File: config.mk
export PLATFORM = sky130hd
export DESIGN_NAME = bitmask_decoder
export DESIGN_NICKNAME = d
export VERILOG_FILES = /design/src/rtl/bmd_pkg.sv /design/src/rtl/bmd_datapath.sv /design/src/rtl/bmd_control.sv /design/src/rtl/bitmask_decoder.sv
export SDC_FILE = /design/constraint.sdc
export NUM_CORES = 1
export LEC_CHECK = 0
export BUFFER_PORTS_ARGS = -buffer_cell sky130_fd_sc_hd__buf_2
export CORE_MARGIN = 10
export CORE_UTILIZATION = 40
export CTS_CLUSTER_DIAMETER = 30
export CTS_CLUSTER_SIZE = 40
export DETAILED_ROUTE_END_ITERATION = 6
export GPL_ROUTABILITY_DRIVEN = 0
export GPL_TIMING_DRIVEN = 0
export HOLD_SLACK_MARGIN = 0.12
export SLEW_MARGIN = 10
export SYNTH_ARGS = -nofsm -noshare
export SYNTH_HDL_FRONTEND = slang
export SYNTH_HIERARCHICAL = 1
export SYNTH_SLANG_ARGS = --single-unit
File: constraint.sdc
create_clock -name clk -period 7.9 [get_ports clk]
set_input_delay 1.58 -clock clk [delete_from_list [all_inputs] [get_ports clk]]
set_output_delay 1.58 -clock clk [all_outputs]
set_load 0.005 [all_outputs]
File: src/rtl/bmd_pkg.sv
package bmd_pkg;
  // strobes from control to datapath
  typedef struct packed {
    logic shiftIn;   // append inBit to the code buffer
    logic clearBuf;  // code consumed, empty the buffer
    logic loadWord;  // capture decoded word into the output register
  } ctlStrobes_t;
endpackage

File: src/rtl/bmd_datapath.sv
module bmd_datapath
  import bmd_pkg::*;
#(
  parameter int WORD_W = 8,
  parameter int DICT_N = 2
) (
  input  logic                      clk,
  input  logic                      rstN,
  input  ctlStrobes_t               ctl,
  input  logic                      inBit,
  input  logic                      cfgWe,
  input  logic [$clog2(DICT_N)-1:0] cfgIdx,
  input  logic [WORD_W-1:0]         cfgWord,
  output logic                      codeDone,
  output logic                      isRepeat,
  output logic [$clog2(WORD_W/2)+$clog2(DICT_N)-1:0] runCount,
  output logic [WORD_W-1:0]         outWord
);
  localparam int IDX_W    = $clog2(DICT_N);
  localparam int NPOS     = WORD_W / 2;
  localparam int POS_W    = $clog2(NPOS);
  localparam int RAW_LEN  = 1 + WORD_W;
  localparam int DIR_LEN  = 2 + IDX_W;
  localparam int MASK_LEN = 2 + POS_W + 2 + IDX_W;
  localparam int BUF_W    = RAW_LEN;
  localparam int CNT_W    = $clog2(BUF_W + 1);

  logic [BUF_W-1:0]  bitBuf;     // bitBuf[k] = k-th received bit
  logic [CNT_W-1:0]  bitCnt;
  logic [WORD_W-1:0] dict [DICT_N];

  logic              leadBit, kindBit;
  logic [WORD_W-1:0] rawWord, maskVec, entry, decoded;
  logic [IDX_W-1:0]  dirIdx, maskIdx, selIdx;
  logic [POS_W-1:0]  maskPos;
  logic [1:0]        maskPat;

  // code buffer
  always_ff @(posedge clk) begin
    if (!rstN) begin
      bitCnt <= '0;
      bitBuf <= '0;
    end else if (ctl.clearBuf) begin
      bitCnt <= '0;
    end else if (ctl.shiftIn && bitCnt < CNT_W'(BUF_W)) begin
      bitBuf[bitCnt] <= inBit;
      bitCnt         <= bitCnt + 1'b1;
    end
  end

  // dictionary
  always_ff @(posedge clk) begin
    if (!rstN) begin
      for (int i = 0; i < DICT_N; i++) dict[i] <= '0;
    end else if (cfgWe) begin
      dict[cfgIdx] <= cfgWord;
    end
  end

  // field extraction
  always_comb begin
    leadBit = bitBuf[0];
    kindBit = bitBuf[1];
    for (int i = 0; i < WORD_W; i++) rawWord[WORD_W-1-i] = bitBuf[1+i];
    for (int i = 0; i < IDX_W; i++)  dirIdx[IDX_W-1-i]   = bitBuf[2+i];
    for (int i = 0; i < POS_W; i++)  maskPos[POS_W-1-i]  = bitBuf[2+i];
    for (int i = 0; i < 2; i++)      maskPat[1-i]        = bitBuf[2+POS_W+i];
    for (int i = 0; i < IDX_W; i++)  maskIdx[IDX_W-1-i]  = bitBuf[4+POS_W+i];
  end

  // full-width mask, built beside the dictionary read
  for (genvar p = 0; p < NPOS; p++) begin : g_slot
    assign maskVec[WORD_W-1-2*p -: 2] = (maskPos == POS_W'(p)) ? maskPat : 2'b00;
  end

  assign selIdx  = kindBit ? dirIdx : maskIdx;
  assign entry   = dict[selIdx];
  assign decoded = leadBit ? rawWord : (entry ^ (kindBit ? '0 : maskVec));

  always_comb begin
    codeDone = 1'b0;
    if (bitCnt != '0) begin
      if (leadBit)             codeDone = (bitCnt == CNT_W'(RAW_LEN));
      else if (bitCnt >= CNT_W'(2))
        codeDone = kindBit ? (bitCnt == CNT_W'(DIR_LEN)) : (bitCnt == CNT_W'(MASK_LEN));
    end
  end

  assign isRepeat = !leadBit && !kindBit && (maskPat == 2'b00);
  assign runCount = {maskPos, maskIdx};

  always_ff @(posedge clk) begin
    if (!rstN)             outWord <= '0;
    else if (ctl.loadWord) outWord <= decoded;
  end

  // a complete code is consumed on the next edge
  a_r6_code_consumed: assert property (@(posedge clk) disable iff (!rstN)
    codeDone |=> (bitCnt == '0));
  // buffer never holds more than one maximal code
  a_r6_buf_bound: assert property (@(posedge clk) disable iff (!rstN)
    bitCnt <= CNT_W'(BUF_W));
endmodule

File: src/rtl/bmd_control.sv
module bmd_control
  import bmd_pkg::*;
#(
  parameter int RUN_W = 3
) (
  input  logic             clk,
  input  logic             rstN,
  input  logic             inValid,
  input  logic             outReady,
  input  logic             codeDone,
  input  logic             isRepeat,
  input  logic [RUN_W-1:0] runCount,
  output ctlStrobes_t      ctl,
  output logic             inReady,
  output logic             outValid,
  output logic             errPulse
);
  logic [RUN_W-1:0] runLeft;
  logic             haveLast;
  logic             decodeNow;

  assign decodeNow = codeDone && !outValid;
  assign inReady   = !outValid && !codeDone;

  always_comb begin
    ctl          = '0;
    ctl.shiftIn  = inValid && inReady;
    ctl.clearBuf = decodeNow;
    ctl.loadWord = decodeNow && !isRepeat;
  end

  always_ff @(posedge clk) begin
    if (!rstN) begin
      outValid <= 1'b0;
      runLeft  <= '0;
      haveLast <= 1'b0;
      errPulse <= 1'b0;
    end else begin
      errPulse <= 1'b0;
      if (outValid && outReady) begin
        if (runLeft != '0) runLeft  <= runLeft - 1'b1;
        else               outValid <= 1'b0;
      end
      if (decodeNow) begin
        if (!isRepeat) begin
          outValid <= 1'b1;
          haveLast <= 1'b1;
        end else if (!haveLast) begin
          errPulse <= 1'b1;
        end else if (runCount != '0) begin
          outValid <= 1'b1;
          runLeft  <= runCount - 1'b1;
        end
      end
    end
  end

  // an error pulse never comes with an output word
  a_r5_err_no_output: assert property (@(posedge clk) disable iff (!rstN)
    errPulse |-> !outValid);
  // the pulse lasts one cycle
  a_r5_err_single: assert property (@(posedge clk) disable iff (!rstN)
    errPulse |=> !errPulse);
endmodule

File: src/rtl/bitmask_decoder.sv
module bitmask_decoder
  import bmd_pkg::*;
#(
  parameter int WORD_W = 8,
  parameter int DICT_N = 2
) (
  input  logic                      clk,
  input  logic                      rstN,
  input  logic                      cfgWe,
  input  logic [$clog2(DICT_N)-1:0] cfgIdx,
  input  logic [WORD_W-1:0]         cfgWord,
  input  logic                      inBit,
  input  logic                      inValid,
  output logic                      inReady,
  output logic [WORD_W-1:0]         outWord,
  output logic                      outValid,
  input  logic                      outReady,
  output logic                      errPulse
);
  localparam int RUN_W = $clog2(WORD_W/2) + $clog2(DICT_N);

  ctlStrobes_t      ctl;
  logic             codeDone, isRepeat;
  logic [RUN_W-1:0] runCount;

  bmd_datapath #(.WORD_W(WORD_W), .DICT_N(DICT_N)) uDp (
    .clk(clk), .rstN(rstN), .ctl(ctl), .inBit(inBit),
    .cfgWe(cfgWe), .cfgIdx(cfgIdx), .cfgWord(cfgWord),
    .codeDone(codeDone), .isRepeat(isRepeat), .runCount(runCount),
    .outWord(outWord)
  );

  bmd_control #(.RUN_W(RUN_W)) uCtl (
    .clk(clk), .rstN(rstN), .inValid(inValid), .outReady(outReady),
    .codeDone(codeDone), .isRepeat(isRepeat), .runCount(runCount),
    .ctl(ctl), .inReady(inReady), .outValid(outValid), .errPulse(errPulse)
  );

  // a stalled word holds its value and valid
  a_r7_hold_on_stall: assert property (@(posedge clk) disable iff (!rstN)
    (outValid && !outReady) |=> (outValid && $stable(outWord)));
  // no input beat while a word is pending
  a_r7_no_input_while_valid: assert property (@(posedge clk) disable iff (!rstN)
    (outValid && inValid) |=> $stable(outWord) || $past(ctl.loadWord));
endmodule

; ---- Word-level counts from Yosys, hierarchy flattened
; Memories as Yosys holds them, arrays and structs flattened.
; Cells that the tools add are included.
; W data, S select, Z words.
[op_classes]
addsub = 3
order_cmp = 4
eq_ne = 6
mux = 34
n_bitwise = 4
reduce_logical = 24
[ops]
columns = op, n
row1 = $mux W8, 3
row2 = $mux W1, 19
row3 = $mux W3, 6
row4 = $bwmux W9, 1
row5 = $logic_and A1 B1 Y1, 9
row6 = $mux W2, 4
row7 = $reduce_or A8 Y1, 1
row8 = $xor A8 B8 Y8, 1
row9 = $reduce_bool A3 Y1, 2
row10 = $sub A3 B1 Y3 const B, 2
row11 = $logic_not A1 Y1, 5
row12 = $lt A4 B5 Y1 const B, 1
row13 = $add A4 B1 Y4 const B, 1
row14 = $demux W1 S4, 1
row15 = $eq A2 B2 Y1 const B, 2
row16 = $eq A4 B2 Y1 const B, 1
row17 = $eq A4 B3 Y1 const B, 1
row18 = $eq A4 B4 Y1 const B, 1
row19 = $ge A4 B1 Y1 const B, 1
row20 = $ge A4 B2 Y1 const B, 1
row21 = $logic_not A2 Y1, 2
row22 = $lt A4 B4 Y1 const B, 1
row23 = $reduce_and A2 Y1, 2
row24 = $reduce_bool A4 Y1, 1
row25 = other kinds (4), 6
[word_totals]
register_bits = 27
ramBits = 16
out_inout_bits = 11
memories = 1
[memory_table]
columns = name, depth, word_bits, read_ports, rd_ports_with_merged_regs, wr, line
row1 = uDp.dict, 2, 8, 1, 0, 2, bmd_datapath.sv:30  ; logic [WORD_W-1:0] dict [DICT_N];

; ---- Depth between registers and ports, before layout
; Gate-level depths: netlist of the first run.
[depth]
word_depth = 10
mapped_depth = 12
mapped_depth_nobuf = 11

; ---- Modules after synthesis
; Netlist of the first run, hierarchy kept.
[by_module_without_submodules]
columns = mod, n_inst, cells_per_inst, area_each_um2, seq_area_each_um2
row1 = bmd_datapath, 1, 192, 1898.1, 900.9
row2 = bmd_control, 1, 50, 427.9, 120.1

; ---- Least setup slack after synthesis of the first run
; OpenSTA, ideal clock, no wires.
[synth_path]
kind = register -> output
start = reg uDp.bitCnt[0]
end = out inReady
arrival_ns = 1.695
required_ns = 6.320
slack_ns = 4.625
stages_incl_launch_ff = 7
cell_sequence = dfxtp_1 > ha_1 > or3b_2 > nor3_1 > a31oi_1 > o21ai_0 > nor2_1
[synth_between]
elab_chain_cells = 7
[synth_rtl]
columns = item, line
row1 = start: declaration, bmd_datapath.sv:29  ; logic [CNT_W-1:0] bitCnt;
row2 = start signal: assignment, bmd_datapath.sv:47  ; bitCnt <= bitCnt + 1'b1;
row3 = branches (longest 4 deep; another with $ge A4 B2 Y1), -
row4 = $mux W1 *, bmd_datapath.sv:82  ; if (bitCnt != '0) begin
row5 = named net codeDone, bitmask_decoder.sv:23  ; logic codeDone, isRepeat;
row6 = $logic_not A1 Y1 *, bmd_control.sv:23  ; assign inReady = !outValid && !codeDone;
row7 = $logic_and A1 B1 Y1 *, bmd_control.sv:23
row8 = end: declaration, bitmask_decoder.sv:14  ; output logic inReady,
; Mark *: on every way through the listed nets, which the timed path passes.

; ---- Worst setup path in the final report of the first run
[layout_path]
start = reg uDp.bitCnt[1]
end = out inReady
; The elaborated chain is that of the path after synthesis.

==> results.sh, run 1 <==
export IMPL_track_usage=0.114
export IMPL_grt_pass1_vias=1729
export IMPL_whs_ns=0.494
export IMPL_avgSynthCellArea_um2=9.61
export IMPL_antenna_found_initial=0
export IMPL_fin_crit_ns=4.01
export IMPL_synth_compound_area_frac=0.125
export IMPL_yosys_top_cells_count="27 x dfxtp_1, 24 x nand2_1, 19 x a21oi_1, 17 x and2_1, 16 x edfxtp_1"
export IMPL_start_util=0.417
export IMPL_post_route_drc_count=0
export IMPL_dieArea_um2=9270
export IMPL_clock_skew_ns=0.00817
export IMPL_postCtsSetupBuffers=0
export IMPL_fmax_mhz=250
export IMPL_ctsHoldBuffers=0
export IMPL_dieHeight_um=96.3
export IMPL_relSlewSlack=0.472
export IMPL_dp_hpwl_um=3590
export IMPL_total_power_mw=0.433
export IMPL_yosys_warnings=6
export IMPL_setup_violations=0
export IMPL_synth_seq_cells=43
export IMPL_cp_start_kind="register"
export IMPL_synth_fp_nets=266
export IMPL_port_buffers=24
export IMPL_grt_pass1_wl_um=8310
export IMPL_timing_final_crit_share=0.507
export IMPL_yosysTopAreaCell="dfxtp_1"
export IMPL_cts_buffers=5
export IMPL_synthTopCellsByArea="dfxtp_1 23%, edfxtp_1 21%, ha_1 4.8%"
export IMPL_yosys_area_share_xor_xnor=0.0452
export IMPL_drt_initial_drc_count=60
export IMPL_diodes=0
export IMPL_yosysMostFrequentCell="dfxtp_1"
export IMPL_power_density_nw_per_um2=165
export IMPL_finalWorstSetupSlack_ns=3.89
export IMPL_syn_area_um2=2330
export IMPL_fin_area_um2=2630
export IMPL_cp_required_ns=6.32
export IMPL_synth_cell_types=44
export IMPL_finalNetCount=297
export IMPL_dp_slack_ns=4.17
export IMPL_clockBufferDepth=2
export IMPL_synth_adder_area_share=0.0484
export IMPL_status="finished, final reports clean"
export IMPL_tightest_slew_ns=0.787
export IMPL_design_core_area_um2=5570
export IMPL_synth_edf_count=16
export IMPL_final_util=0.472
export IMPL_rows=27
export IMPL_arrival_ns=2.43
export IMPL_dr_pass1_iters=5
export IMPL_num_vias=1779
export IMPL_gr_total_overflow=0
export IMPL_fin_cells=346
export IMPL_maxCapViolations=0
export IMPL_ys_flop_type="dfxtp_1"
export IMPL_htree_levels=2
export IMPL_clk_pin_slew_ns=0.08
export IMPL_finalHoldViolCount=0
export IMPL_cts_tree="yes"
export IMPL_crit_type="register to output port"
export IMPL_viasPerCell=5.14
export IMPL_die_w_um=96.3
export IMPL_cts_resized=0
export IMPL_placed_cells_incl_taps=338
export IMPL_finalSetupTns_ns=0
export IMPL_clock_sinks=43
export IMPL_slew_viol_final=0
export IMPL_grt_setup_unrepaired="false"
export IMPL_crit_fanout=6
export IMPL_vdd_drop_max_mv=0.0970
export IMPL_hold_class="register to register"
export IMPL_grt_start_max_net_pins=17
export IMPL_placed_cell_area_um2=2540
export IMPL_seq_area_frac_synth=0.439
export IMPL_synth_top_family_by_area="simple AND/OR/NAND/NOR gates"
export IMPL_area_delta_synth_final_pct=13.1
export IMPL_async_flop_share=0
export IMPL_synth_top_cell_area_share=0.232
export IMPL_clock_latency_ns=0.30
export IMPL_cts_root_buffer_cell="clkbuf_8"
export IMPL_yosys_mux_area_fraction=0.0576
export IMPL_crit_path_end_kind="output port"
export IMPL_routedWlPerCell_um=14.0
export IMPL_leakage_nw=1.06
export IMPL_syn_inst=242
export IMPL_yosys_area_share_simple=0.227
export IMPL_drive_above_1_share=0.168
export IMPL_wl_um=4840
export IMPL_ant_nets=0
export IMPL_ios=26
metal layers:
metal	wire length, µm	track usage
met3	204	0.0327
met4	15	0.0491
met5	0	0
met2	2260	0.177
met1	2350	0.145
final cells by class:
cell class,count,area (µm²)
buffer,15,90.1
clock buffer,5,68.8
clock inverter,3,26.3
fill,550,2940
inverter,12,45.0
multi-input combinational,172,1170
sequential,43,1020
tap,72,90.1
timing repair buffer,24,120
power by group:
group,internal [mW],switching (mW)
combinational,0.0163,0.0237
clock,0.0651,0.0853
sequential,0.238,0.00409
cells in the final DEF (no fill, tap or decap), drive strengths merged:
cell type	n
o41ai	1
nand3b	2
o221ai	8
xor2	8
mux2i	11
and2	17
a41oi	1
o211ai	1
nand3	12
nor3	6
nand4	1
o21a	1
buf	34
clkbuf	10
or3b	1
xnor2	4
and3	2
nor4	3
mux2	1
dfxtp	27
edfxtp	16
inv	14
nand4b	1
nor2b	5
nand2	24
a311oi	1
nor4b	1
nor4bb	1
o21ai	2
nand2b	7
a31oi	1
a21oi	19
ha	9
and3b	1
a21boi	9
nor3b	1
clkinv	1
nor2	10
kinds of logic (layout without fill, tap and decap cells):
logic type                 after synthesis  after routing
DFF                                     43             43
and+or+nand+nor                         95             95
buffers and inverters                   27             59
adders and majority gates                9              9
xor gates and xnor gates                12             12
AOI/OAI and AO/OA                       44             44
muxes                                   12             12
state kept, by name, indices dropped and copies added (netlist names):
signal         flops
uDp/outWord        8
uCtl/errPulse      1
uDp/bitBuf         9
uDp/bitCnt         4
uCtl/haveLast      1
uCtl/outValid      1
uDp/dict          16
uCtl/runLeft       3
path summary, 6_finish.rpt:
path	slack, ns	to	cells after the start	from
setup / recovery	3.89	inReady	7	uDp/bitCnt[1]
hold / removal	0.49	uDp/bitBuf[7]	2	uDp/bitBuf[7]
setup reg to reg	4.51	uDp/outWord[5]	10	uDp/bitCnt[1]
hold reg to reg	0.49	uDp/bitBuf[7]	2	uDp/bitBuf[7]
critical path, cell delays in order (launching register included):
cell	delay [ns]
dfxtp_1	0.42
ha_1	0.31
or3b_2	0.48
nor3_1	0.18
a31oi_1	0.05
o21ai_0	0.40
nor2_1	0.13
buf_2	0.15
Note: power is estimated with default switching activity, not from simulation.
==> run 2: changes to the inputs <==
--- a/config.mk
+++ b/config.mk
@@ -5,6 +5,7 @@
 export SDC_FILE = /design/constraint.sdc
 export NUM_CORES = 1
 export LEC_CHECK = 0
+export ABC_AREA = 1
 export BUFFER_PORTS_ARGS = -buffer_cell sky130_fd_sc_hd__buf_2
 export CORE_MARGIN = 10
 export CORE_UTILIZATION = 40
==> constraint.sdc (replaced) <==
create_clock -name clk -period 3.3 [get_ports clk]
set_input_delay 0.66 -clock clk [delete_from_list [all_inputs] [get_ports clk]]
set_output_delay 0.66 -clock clk [all_outputs]
set_load 0.005 [all_outputs]
==> run 2 against run 1 <==
  * Highest routed layer unchanged
  * Clock skew down 0.0031 ns
  * Area after synthesis up 13%
  * Global-route usage up 0.41 points
  * Die area up 11%
  * Power rose to 2.9 times the previous value
  * Final cell count up 38%
  * Largest cell class unchanged
  * Clock-buffer cell count unchanged
  * Core utilization down 0.36 points
  * Synthesized cell count up 52%
  * Critical path type is now register to register
  * Non-clock buffer count unchanged
  * First-iteration DRC count rose to 3.2 times the previous value
  * Largest power group unchanged
==> results.sh, run 2 <==
export IMPL_status="finished, final reports clean"
export IMPL_synth_cell_types=34
export IMPL_fillers=677
export IMPL_crit_top_cell="inv_1"
export IMPL_drt_initial_drc_count=192
export IMPL_ios=26
export IMPL_slew_viol_final=0
export IMPL_num_vias=2327
export IMPL_cp_start_kind="register"
export IMPL_clk_pin_slew_ns=0.08
export IMPL_gr_total_overflow=0
export IMPL_yosysTopAreaCell="dfxtp_1"
export IMPL_reg2reg_depth=14
export IMPL_seq_area_frac_synth=0.387
export IMPL_setup_violations=0
export IMPL_timing_final_crit_share=0.799
export IMPL_area_delta_synth_final_pct=13.4
export IMPL_fmax_mhz=379
export IMPL_cts_root_buffer_cell="clkbuf_8"
export IMPL_avgSynthCellArea_um2=7.17
export IMPL_diodes=0
export IMPL_dr_pass1_iters=5
export IMPL_htree_levels=2
export IMPL_crit_fanout=10
export IMPL_whs_ns=0.465
export IMPL_placed_cell_area_um2=2860
export IMPL_syn_inst=368
export IMPL_clock_latency_ns=0.29
export IMPL_critical_path_slowest_cell="dfxtp_1"
export IMPL_total_power_mw=1.26
export IMPL_dieArea_um2=10200
export IMPL_fin_crit_ns=2.64
export IMPL_ctsHoldBuffers=0
export IMPL_cts_buffers=5
export IMPL_synth_edf_count=16
export IMPL_power_density_nw_per_um2=421
export IMPL_dp_slack_ns=0.678
export IMPL_placed_cells_incl_taps=469
export IMPL_regMostFlops="uDp/dict"
export IMPL_postCtsSetupBuffers=0
export IMPL_cts_resized=0
export IMPL_dp_hpwl_um=4630
export IMPL_clock_skew_ns=0.00507
export IMPL_yosys_top_cells_count="67 x nand2_1, 58 x inv_1, 53 x nand3_1, 52 x nor2_1, 27 x dfxtp_1"
export IMPL_synth_top_cell_area_share=0.205
export IMPL_drive_above_1_share=0.165
export IMPL_antenna_found_initial=0
export IMPL_critical_path_max_stage_delay_ns=0.41
export IMPL_fin_cells=477
export IMPL_port_buffers=24
export IMPL_finalSetupTns_ns=0
export IMPL_cts_tree="yes"
export IMPL_routedWlPerCell_um=12.6
export IMPL_final_util=0.468
export IMPL_crit_path_end_kind="register"
export IMPL_synth_fp_nets=392
export IMPL_finalWorstSetupSlack_ns=0.665
export IMPL_synth_seq_cells=43
export IMPL_post_route_drc_count=0
export IMPL_crit_type="register to register"
export IMPL_finalNetCount=423
export IMPL_cp_required_ns=3.54
export IMPL_path_cells="inv_1 > ha_1 > o21ai_0 > nand2_1 > a21oi_1 > inv_1 > nor2_4 > nand2_1 > inv_1 > inv_1 > clkbuf_1 > a21oi_1 > nand2_1 > a21oi_1"
export IMPL_dieHeight_um=101
export IMPL_fin_area_um2=2990
export IMPL_leakage_nw=1.36
export IMPL_design_core_area_um2=6390
export IMPL_largest_reg_flops=16
export IMPL_grt_start_max_net_pins=15
export IMPL_ant_nets=0
export IMPL_grt_setup_unrepaired="false"
export IMPL_grt_pass1_wl_um=9980
export IMPL_holdPathStages=2
export IMPL_syn_area_um2=2640
export IMPL_vdd_drop_max_mv=0.219
export IMPL_async_flop_share=0
export IMPL_rows=29
export IMPL_finalHoldViolCount=0
export IMPL_final_cell_mix="67 x nand2_1, 58 x inv_1, 53 x nand3_1, 52 x nor2_1, 27 x dfxtp_1"
export IMPL_tightest_slew_ns=0.552
export IMPL_arrival_ns=2.87
export IMPL_top_regs="uDp/dict (16), uDp/bitBuf (9), uDp/outWord (8)"
export IMPL_ys_flop_type="dfxtp_1"
export IMPL_track_usage=0.118
export IMPL_viasPerCell=4.88
export IMPL_clock_sinks=43
export IMPL_relSlewSlack=0.629
export IMPL_yosysMostFrequentCell="nand2_1"
export IMPL_die_w_um=101
export IMPL_maxCapViolations=0
export IMPL_grt_pass1_vias=2191
export IMPL_wl_um=6010
export IMPL_start_util=0.413
export IMPL_clockBufferDepth=2
export IMPL_yosys_warnings=6
export IMPL_synthTopCellsByArea="dfxtp_1 20%, edfxtp_1 18%, nand3_1 10%"
export IMPL_hold_class="register to register"
export IMPL_final_common_cell="nand2_1"
run 2: cell types whose count changed in the layout (fill, tap and decap cells not counted), sizes merged, moves of 11 or more:
cell   delta
inv      +49
nand2    +48
nor2     +46
nand3    +43
and2     -17
mux2i    -11
run 2: area by class of cell:
| cell class | instances | area (µm²) | share of cell area |
|---|---|---|---|
| Buffer | 15 | 121 | 0.0406 |
| Clock buffer | 5 | 68.8 | 0.0230 |
| Clock inverter | 3 | 67.6 | 0.0226 |
| Inverter | 63 | 241 | 0.0807 |
| Multi-Input combinational cell | 247 | 1250 | 0.419 |
| Sequential cell | 43 | 1020 | 0.341 |
| Tap cell | 77 | 96.3 | 0.0322 |
| Timing Repair Buffer | 24 | 120 | 0.0402 |
run 2: power by group:
group / internal, mW / total, mW / switching (mW)
sequential: 0.576 / 0.595 / 0.0188
combinational: 0.0638 / 0.177 / 0.113
clock: 0.302 / 0.487 / 0.185
run 2: cell families (layout without fill, tap and decap cells):
logic type | count (synthesis) | in the layout | synth area share
simple gates | 198 | 198 | 0.345
buf+inv | 78 | 110 | 0.138
flops | 43 | 43 | 0.387
compound gates | 39 | 39 | 0.0844
fa+ha+maj | 9 | 9 | 0.0427
xor+xnor | 1 | 1 | 0.00332
run 2: critical path: cells and delay by family, from the launching register on:
family                     cells  cell delay [ns]
buffers and inverters          5             0.71
DFF                            1             0.41
adders and majority gates      1             0.26
and+or+nand+nor                4             0.35
AOI/OAI and AO/OA              4             0.85
run 2: final timing paths:
path / startpoint / end / slack, ns
worst max-delay path: uDp/bitCnt[1] / uDp/outWord[5] / 0.66
worst min-delay path: uDp/outWord[5] / uDp/outWord[5] / 0.46
worst max register to register: uDp/bitCnt[1] / uDp/outWord[5] / 0.66
worst min register to register: uDp/outWord[5] / uDp/outWord[5] / 0.46
run 2: per-layer routing:
metal  vias to the layer above  track usage  routed length [µm]  share of wire
met3                         7       0.0286                 283          0.047
li1                       1234            -                   -              -
met1                      1049        0.153                2910           0.48
met5                         -            0                   0              0
met2                        37        0.191                2750           0.46
met4                         0       0.0354                  68          0.011
